<file path="src/rtl/tk_pkg.sv">
// Shared constants and BCD helpers for the timekeeper.
// Assumes every field is two packed BCD digits: tens in [7:4], ones in [3:0].
package tk_pkg;
    localparam int unsigned DIGIT_W = 4;
    localparam int unsigned FIELD_W = 2 * DIGIT_W;
    localparam logic [FIELD_W-1:0] FIELD_ZERO = '0;
    localparam logic [FIELD_W-1:0] HOUR_FIRST = 8'h01;
    localparam logic [FIELD_W-1:0] MINSEC_LAST = 8'h59;

    typedef logic [FIELD_W-1:0] bcd_field_t;

    // Both digits are 0..9 and the whole value lies within [lo, hi].
    function automatic logic bcd_in_range(bcd_field_t v, bcd_field_t lo, bcd_field_t hi);
        return (v[DIGIT_W-1:0] <= 4'd9) && (v[FIELD_W-1:DIGIT_W] <= 4'd9)
               && (v >= lo) && (v <= hi);
    endfunction

    // Adds one to a valid two-digit BCD value.
    function automatic bcd_field_t bcd_inc(bcd_field_t v);
        bcd_field_t r;
        if (v[DIGIT_W-1:0] == 4'd9) begin
            r[DIGIT_W-1:0]       = '0;
            r[FIELD_W-1:DIGIT_W] = v[FIELD_W-1:DIGIT_W] + 4'd1;
        end else begin
            r[DIGIT_W-1:0]       = v[DIGIT_W-1:0] + 4'd1;
            r[FIELD_W-1:DIGIT_W] = v[FIELD_W-1:DIGIT_W];
        end
        return r;
    endfunction
endpackage

</file>
<file path="src/rtl/tk_wrap_counter.sv">
// Two-digit BCD counter from 00 up to LAST, then back to 00.
// Assumes load_en carries only values already checked as legal.
// wrap_o is combinational: high when adv_i would take LAST to 00.
module tk_wrap_counter
    import tk_pkg::*;
#(
    parameter bcd_field_t LAST = MINSEC_LAST
) (
    input  logic       clk,
    input  logic       rst_n,
    input  logic       adv_i,
    input  logic       load_en_i,
    input  bcd_field_t load_val_i,
    output bcd_field_t value_o,
    output logic       wrap_o
);
    bcd_field_t cnt_q;

    // Detect the roll-over that carries into the next field.
    always_comb wrap_o = adv_i && !load_en_i && (cnt_q == LAST);

    // Count register: a load wins, then an advance.
    always_ff @(posedge clk) begin
        if (!rst_n)              cnt_q <= FIELD_ZERO;
        else if (load_en_i)      cnt_q <= load_val_i;
        else if (adv_i)          cnt_q <= (cnt_q == LAST) ? FIELD_ZERO : bcd_inc(cnt_q);
    end

    assign value_o = cnt_q;

    assert_digits_legal_R1: assert property (@(posedge clk) disable iff (!rst_n)
        (cnt_q[3:0] <= 4'd9) && (cnt_q <= LAST));
    assert_wrap_to_zero_R1: assert property (@(posedge clk) disable iff (!rst_n)
        (adv_i && !load_en_i && cnt_q == LAST) |=> (cnt_q == FIELD_ZERO));
    assert_hold_when_idle_R2: assert property (@(posedge clk) disable iff (!rst_n)
        (!adv_i && !load_en_i) |=> $stable(cnt_q));
endmodule

</file>
<file path="src/rtl/tk_hour_counter.sv">
// BCD hour counter whose span is 01..SHORT_LAST or 01..LONG_LAST, selected by long_i.
// Assumes adv_i is only high together with tick_i.
// A tick that finds the hour above the active limit sets it to 01 and reports no roll-over.
module tk_hour_counter
    import tk_pkg::*;
#(
    parameter bcd_field_t SHORT_LAST = 8'h12,
    parameter bcd_field_t LONG_LAST  = 8'h24
) (
    input  logic       clk,
    input  logic       rst_n,
    input  logic       tick_i,
    input  logic       adv_i,
    input  logic       long_i,
    input  logic       load_en_i,
    input  bcd_field_t load_val_i,
    output bcd_field_t value_o,
    output logic       cycle_wrap_o
);
    bcd_field_t hr_q;
    bcd_field_t limit;
    logic       over_limit;

    // Pick the active limit and flag values beyond it.
    always_comb begin
        limit        = long_i ? LONG_LAST : SHORT_LAST;
        over_limit   = (hr_q > limit);
        cycle_wrap_o = tick_i && adv_i && !load_en_i && !over_limit && (hr_q == limit);
    end

    // Hour register: load, then clamp, then normal advance.
    always_ff @(posedge clk) begin
        if (!rst_n)                     hr_q <= HOUR_FIRST;
        else if (load_en_i)             hr_q <= load_val_i;
        else if (tick_i && over_limit)  hr_q <= HOUR_FIRST;
        else if (adv_i)                 hr_q <= (hr_q == limit) ? HOUR_FIRST : bcd_inc(hr_q);
    end

    assign value_o = hr_q;

    assert_hour_nonzero_R3: assert property (@(posedge clk) disable iff (!rst_n)
        (hr_q != FIELD_ZERO) && (hr_q <= LONG_LAST));
    assert_clamp_on_tick_R8: assert property (@(posedge clk) disable iff (!rst_n)
        (tick_i && !load_en_i && over_limit) |=> (hr_q == HOUR_FIRST));
    assert_clamp_no_wrap_R8: assert property (@(posedge clk) disable iff (!rst_n)
        over_limit |-> !cycle_wrap_o);
endmodule

</file>
<file path="src/rtl/tk_day_halver.sv">
// Turns hour roll-overs into a registered one-cycle day pulse.
// In the long span every roll-over passes. In the short span a one-bit stage
// passes every second one, so each pulse marks 24 elapsed hours.
module tk_day_halver (
    input  logic clk,
    input  logic rst_n,
    input  logic wrap_i,
    input  logic long_i,
    output logic day_o
);
    logic half_q;

    // Halving stage and pulse register.
    always_ff @(posedge clk) begin
        if (!rst_n) begin
            half_q <= 1'b0;
            day_o  <= 1'b0;
        end else if (wrap_i) begin
            half_q <= long_i ? 1'b0 : !half_q;
            day_o  <= long_i | half_q;
        end else begin
            day_o  <= 1'b0;
        end
    end

    assert_single_cycle_pulse_R4: assert property (@(posedge clk) disable iff (!rst_n)
        day_o |=> !day_o);
    assert_short_skip_R5: assert property (@(posedge clk) disable iff (!rst_n)
        (wrap_i && !long_i && !half_q) |=> (!day_o && half_q));
    assert_long_pass_R4: assert property (@(posedge clk) disable iff (!rst_n)
        (wrap_i && long_i) |=> day_o);
endmodule

</file>
<file path="src/rtl/bcd_timekeeper.sv">
// Top level: seconds -> minutes -> hours chain plus the day pulse stage.
// Assumes tick is a one-cycle enable. A load is taken only when every field is legal.
module bcd_timekeeper
    import tk_pkg::*;
#(
    parameter logic [7:0] HOUR_SHORT_LAST = 8'h12,
    parameter logic [7:0] HOUR_LONG_LAST  = 8'h24
) (
    input  logic       clk,
    input  logic       rst_n,
    input  logic       tick,
    input  logic       mode_24,
    input  logic       load,
    input  logic [7:0] load_sec,
    input  logic [7:0] load_min,
    input  logic [7:0] load_hr,
    output logic [7:0] sec_o,
    output logic [7:0] min_o,
    output logic [7:0] hr_o,
    output logic       day_adv
);
    logic load_ok;
    logic adv_tick;
    logic sec_wrap;
    logic min_wrap;
    logic hr_wrap;

    // Check the preset fields and block the tick when a load is taken.
    always_comb begin
        load_ok  = load && bcd_in_range(load_sec, FIELD_ZERO, MINSEC_LAST)
                        && bcd_in_range(load_min, FIELD_ZERO, MINSEC_LAST)
                        && bcd_in_range(load_hr, HOUR_FIRST, HOUR_LONG_LAST);
        adv_tick = tick && !load_ok;
    end

    tk_wrap_counter #(.LAST(MINSEC_LAST)) sec_i (
        .clk(clk), .rst_n(rst_n), .adv_i(adv_tick), .load_en_i(load_ok),
        .load_val_i(load_sec), .value_o(sec_o), .wrap_o(sec_wrap)
    );

    tk_wrap_counter #(.LAST(MINSEC_LAST)) min_i (
        .clk(clk), .rst_n(rst_n), .adv_i(sec_wrap), .load_en_i(load_ok),
        .load_val_i(load_min), .value_o(min_o), .wrap_o(min_wrap)
    );

    tk_hour_counter #(.SHORT_LAST(HOUR_SHORT_LAST), .LONG_LAST(HOUR_LONG_LAST)) hr_i (
        .clk(clk), .rst_n(rst_n), .tick_i(adv_tick), .adv_i(min_wrap), .long_i(mode_24),
        .load_en_i(load_ok), .load_val_i(load_hr), .value_o(hr_o), .cycle_wrap_o(hr_wrap)
    );

    tk_day_halver day_i (
        .clk(clk), .rst_n(rst_n), .wrap_i(hr_wrap), .long_i(mode_24), .day_o(day_adv)
    );

    assert_idle_hold_R6: assert property (@(posedge clk) disable iff (!rst_n)
        (!tick && !load) |=> ($stable(sec_o) && $stable(min_o) && $stable(hr_o) && !day_adv));
    assert_bad_load_ignored_R10: assert property (@(posedge clk) disable iff (!rst_n)
        (load && !load_ok && !tick) |=> ($stable(sec_o) && $stable(min_o) && $stable(hr_o)));
    assert_load_applied_R9: assert property (@(posedge clk) disable iff (!rst_n)
        load_ok |=> (sec_o == $past(load_sec) && min_o == $past(load_min) && hr_o == $past(load_hr)));
    assert_minute_needs_carry_R2: assert property (@(posedge clk) disable iff (!rst_n)
        (!load && sec_o != 8'h59) |=> $stable(min_o));
endmodule

</file>
<file path="config.mk">
export PLATFORM = sky130hd
export DESIGN_NAME = bcd_timekeeper
export DESIGN_NICKNAME = d
export VERILOG_FILES = /design/src/rtl/tk_pkg.sv /design/src/rtl/tk_wrap_counter.sv /design/src/rtl/tk_hour_counter.sv /design/src/rtl/tk_day_halver.sv /design/src/rtl/bcd_timekeeper.sv
export SDC_FILE = /design/constraint.sdc
export NUM_CORES = 1
export LEC_CHECK = 0
export BUFFER_PORTS_ARGS = -buffer_cell sky130_fd_sc_hd__buf_2
export CAP_MARGIN = 0
export CORE_UTILIZATION = 55
export DETAILED_ROUTE_END_ITERATION = 8
export PLACE_DENSITY = 0.87
export SETUP_SLACK_MARGIN = 0.05
export SYNTH_ARGS = -nofsm -noshare
export SYNTH_HDL_FRONTEND = slang
export SYNTH_SLANG_ARGS = --single-unit
</file>
<file path="constraint.sdc">
create_clock -name clk -period 4.91 [get_ports clk]
set_input_delay 0.982 -clock clk [delete_from_list [all_inputs] [get_ports clk]]
set_output_delay 0.982 -clock clk [all_outputs]
set_load 0.01 [all_outputs]
</file>
==> impl_metrics.env <==
export IMPL_status="finished clean"
export IMPL_synthSimpleGateAreaFrac=0.277
export IMPL_cpPeakStageDelay_ns=0.80
export IMPL_synth_xor_area_share=0.0146
export IMPL_yosys_warnings=0
export IMPL_syn_area_mm2=0.00180
export IMPL_post_cts_buffers=0
export IMPL_critPathMaxFanout=32
export IMPL_synth_area_per_cell_um2=8.31
export IMPL_holdBufCountCts=0
export IMPL_synth_ff_latch_count=26
export IMPL_grt_max_degree=33
export IMPL_r2r_start="hr_i.value_o[2]"
export IMPL_start_kind="input port"
export IMPL_ant_nets=0
export IMPL_drtIter0Drc=97
export IMPL_path_class="input port to register"
export IMPL_routed_wl_um=4220
export IMPL_fp_dieH_um=59.3
export IMPL_initial_core_util=0.586
export IMPL_finClkSkew_ns=0.00595
export IMPL_reg2reg_slack_ns=2.52
export IMPL_wire_per_inst_um=13.8
export IMPL_synth_area_top_cells="dfxtp_1 29%, ha_1 9.0%, o211a_1 6.1%"
export IMPL_worstSetupEndpointType="register"
export IMPL_grt_usage=0.257
export IMPL_drc=0
export IMPL_drv_slew=0
export IMPL_post_synth_num_cell_types=49
export IMPL_synth_async_reset_ratio=0
export IMPL_hpwl_um=3120
export IMPL_antenna_found_initial=0
export IMPL_period_minus_slack_ns=2.83
export IMPL_cp_slowest_cell="or3_1"
export IMPL_rows=20
export IMPL_required_ns=5.17
export IMPL_synth_seq_area_share=0.289
export IMPL_routed_via_density=6.00
export IMPL_fp_dieArea_mm2=0.00351
export IMPL_core_area_mm2=0.00308
export IMPL_htreeDepth=1
export IMPL_power_leakage_uw=0.00106
export IMPL_cts_tree="built"
export IMPL_ctsResizeCount=0
export IMPL_ios=54
export IMPL_synthCells=217
export IMPL_gp_congestion=0.824
export IMPL_synth_compound_area_frac=0.251
export IMPL_cts_root_buf="clkbuf_4"
export IMPL_finalHoldViolCount=0
export IMPL_drive_above_1_share=0.230
export IMPL_yosysTopAreaCell="dfxtp_1"
export IMPL_tns_ns=0
export IMPL_overflow=0
export IMPL_yosysTopAreaCellShare=0.289
export IMPL_synth_top_family_by_area="simple AND/OR/NAND/NOR gates"
export IMPL_dieWidth_um=59.3
export IMPL_min_from="min_i.value_o[7]"
export IMPL_portBuffers=53
export IMPL_muxShareOfSynthArea=0.0167
export IMPL_drt_pass1_iter_count=4
export IMPL_grt_first_pass_wirelength_um=7080
export IMPL_synth_edff_count=0
export IMPL_area_delta_synth_final_pct=16.6
export IMPL_cts_made_buffers=3
export IMPL_rsz0062_at_grt="no"
export IMPL_diodes=0
export IMPL_synth_flop_cell="dfxtp_1"
export IMPL_cellPowerDensity_mw_per_mm2=202
export IMPL_crit_path_cell_trace="buf_2, or4_1, o211ai_2, or3_1, nand2_1, nor3_1"
export IMPL_clockBufferDepth=2
export IMPL_vias=1830
export IMPL_clock_fmax_mhz=353
export IMPL_grt_pass1_vias=1657
export IMPL_min_delay_path_class="register to register"
export IMPL_arrival_ns=3.09
export IMPL_fin_crit_sh=0.576
export IMPL_clk_pin_slew_ns=0.14
export IMPL_clock_sinks=26
export IMPL_cap_violations=0
export IMPL_synth_fa_ha_area_frac=0.0902
export IMPL_clk_latency_ns=0.32
export IMPL_final_net_count=304
export IMPL_worstMarginPinSlew_ns=0.998
export IMPL_placed_area_mm2=0.00205
export IMPL_critPathLaunch="load_hr[1]"
export IMPL_slew_headroom=0.335
export IMPL_finalSetupViolations=0
export IMPL_final_area_mm2=0.00210
export IMPL_max_vdd_ir_drop_mv=0.132
export IMPL_synth_nets=259
## area by class of cell
type	instances	area [µm²]
clock buffer	3	22.5
tap	44	55.1
multi-input combinational	168	1170
timing repair buffer	53	265
sequential	26	520
clock inverter	1	30.0
inverter	10	37.5
fill	268	976
## state kept, by name (all words and copies together), names as in the netlist
name and cells:
hr_i.value_o 8, day_i.day_o 1, min_i.value_o 8, day_i.half_q 1
sec_i.value_o 8
## report_power, final
group          switching (µW)  internal [µW]
combinational            30.4           26.9
sequential               6.05            215
clock                    63.3           82.6
total                    99.7            324
## routing by layer
layer | track usage | up-vias | wire length, µm
li1 | - | 907 | -
met1 | 0.347 | 849 | 2020
met2 | 0.419 | 64 | 1940
met3 | 0.0284 | 10 | 180
met4 | 0.0986 | 0 | 79
met5 | 0 | - | 0
## stage by stage
stage / power (µW) / util / hold WS (ns) / instances / setup WS [ns]
after CTS: 427 / 0.683 / 0.507 / 305 / 2.10
final: 424 / 0.683 / 0.506 / 305 / 2.08
after floorplan: 258 / - / 0.454 / 217 / 2.03
after detailed placement: 282 / 0.666 / 0.486 / 301 / 1.76
after global routing: 443 / 0.683 / 0.543 / 305 / 1.93
after global placement: 281 / 0.666 / 0.466 / 301 / 1.80
## worst max-delay path, delay by kind of cell
| kind | cells | cell delay, ns |
|---|---|---|
| AND/OR/NAND/NOR | 4 | 1.79 |
| AO/OA/AOI/OAI | 1 | 0.19 |
| buffers and inverters | 1 | 0.12 |
## logic make-up after synthesis
group                      after synthesis
and+or+nand+nor                         89
AOI/OAI and AO/OA                       60
DFF                                     26
buffers and inverters                   23
adders and majority gates               13
xor gates and xnor gates                 3
muxes                                    3
## placed cells by master, fill, tap and decap left out, types with 4 or more instances in the layout
master / netlist / routed
buf_2: 8 / 53
o21ai_0: 9 / 9
o211a_1: 11 / 11
or4_1: 4 / 4
ha_1: 13 / 13
a21oi_1: 8 / 8
o21ai_1: 4 / 4
nand3b_1: 5 / 5
nand2_1: 24 / 24
nor2_1: 15 / 15
nor3b_1: 6 / 6
o211ai_1: 4 / 4
nand3_1: 6 / 6
nor3_1: 6 / 6
inv_1: 10 / 10
dfxtp_1: 26 / 26
## Yosys cell counts (3+ instances only)
library cell and n:
ha_1 13, o21ai_1 4, or3_1 3, a211oi_1 3
nor2_1 15, mux2i_1 3, o311a_1 3, buf_2 8
dfxtp_1 26, nand3b_1 5, nor3_1 6, clkbuf_1 3
nand3_1 6, o211a_1 11, o21ai_0 9, nor3b_1 6
nand4_1 3, or4_1 4, a21oi_1 8, nand2_1 24
inv_1 10, and3b_1 3, o311ai_1 3, o211ai_1 4
## worst paths after layout
check        cells after the start          endpoint
min reg2reg                      2  min_i.value_o[7]
max                              6       day_i.day_o
max reg2reg                      6   hr_i.value_o[4]
min                              2  min_i.value_o[7]
(Power assumes the default switching activity.)
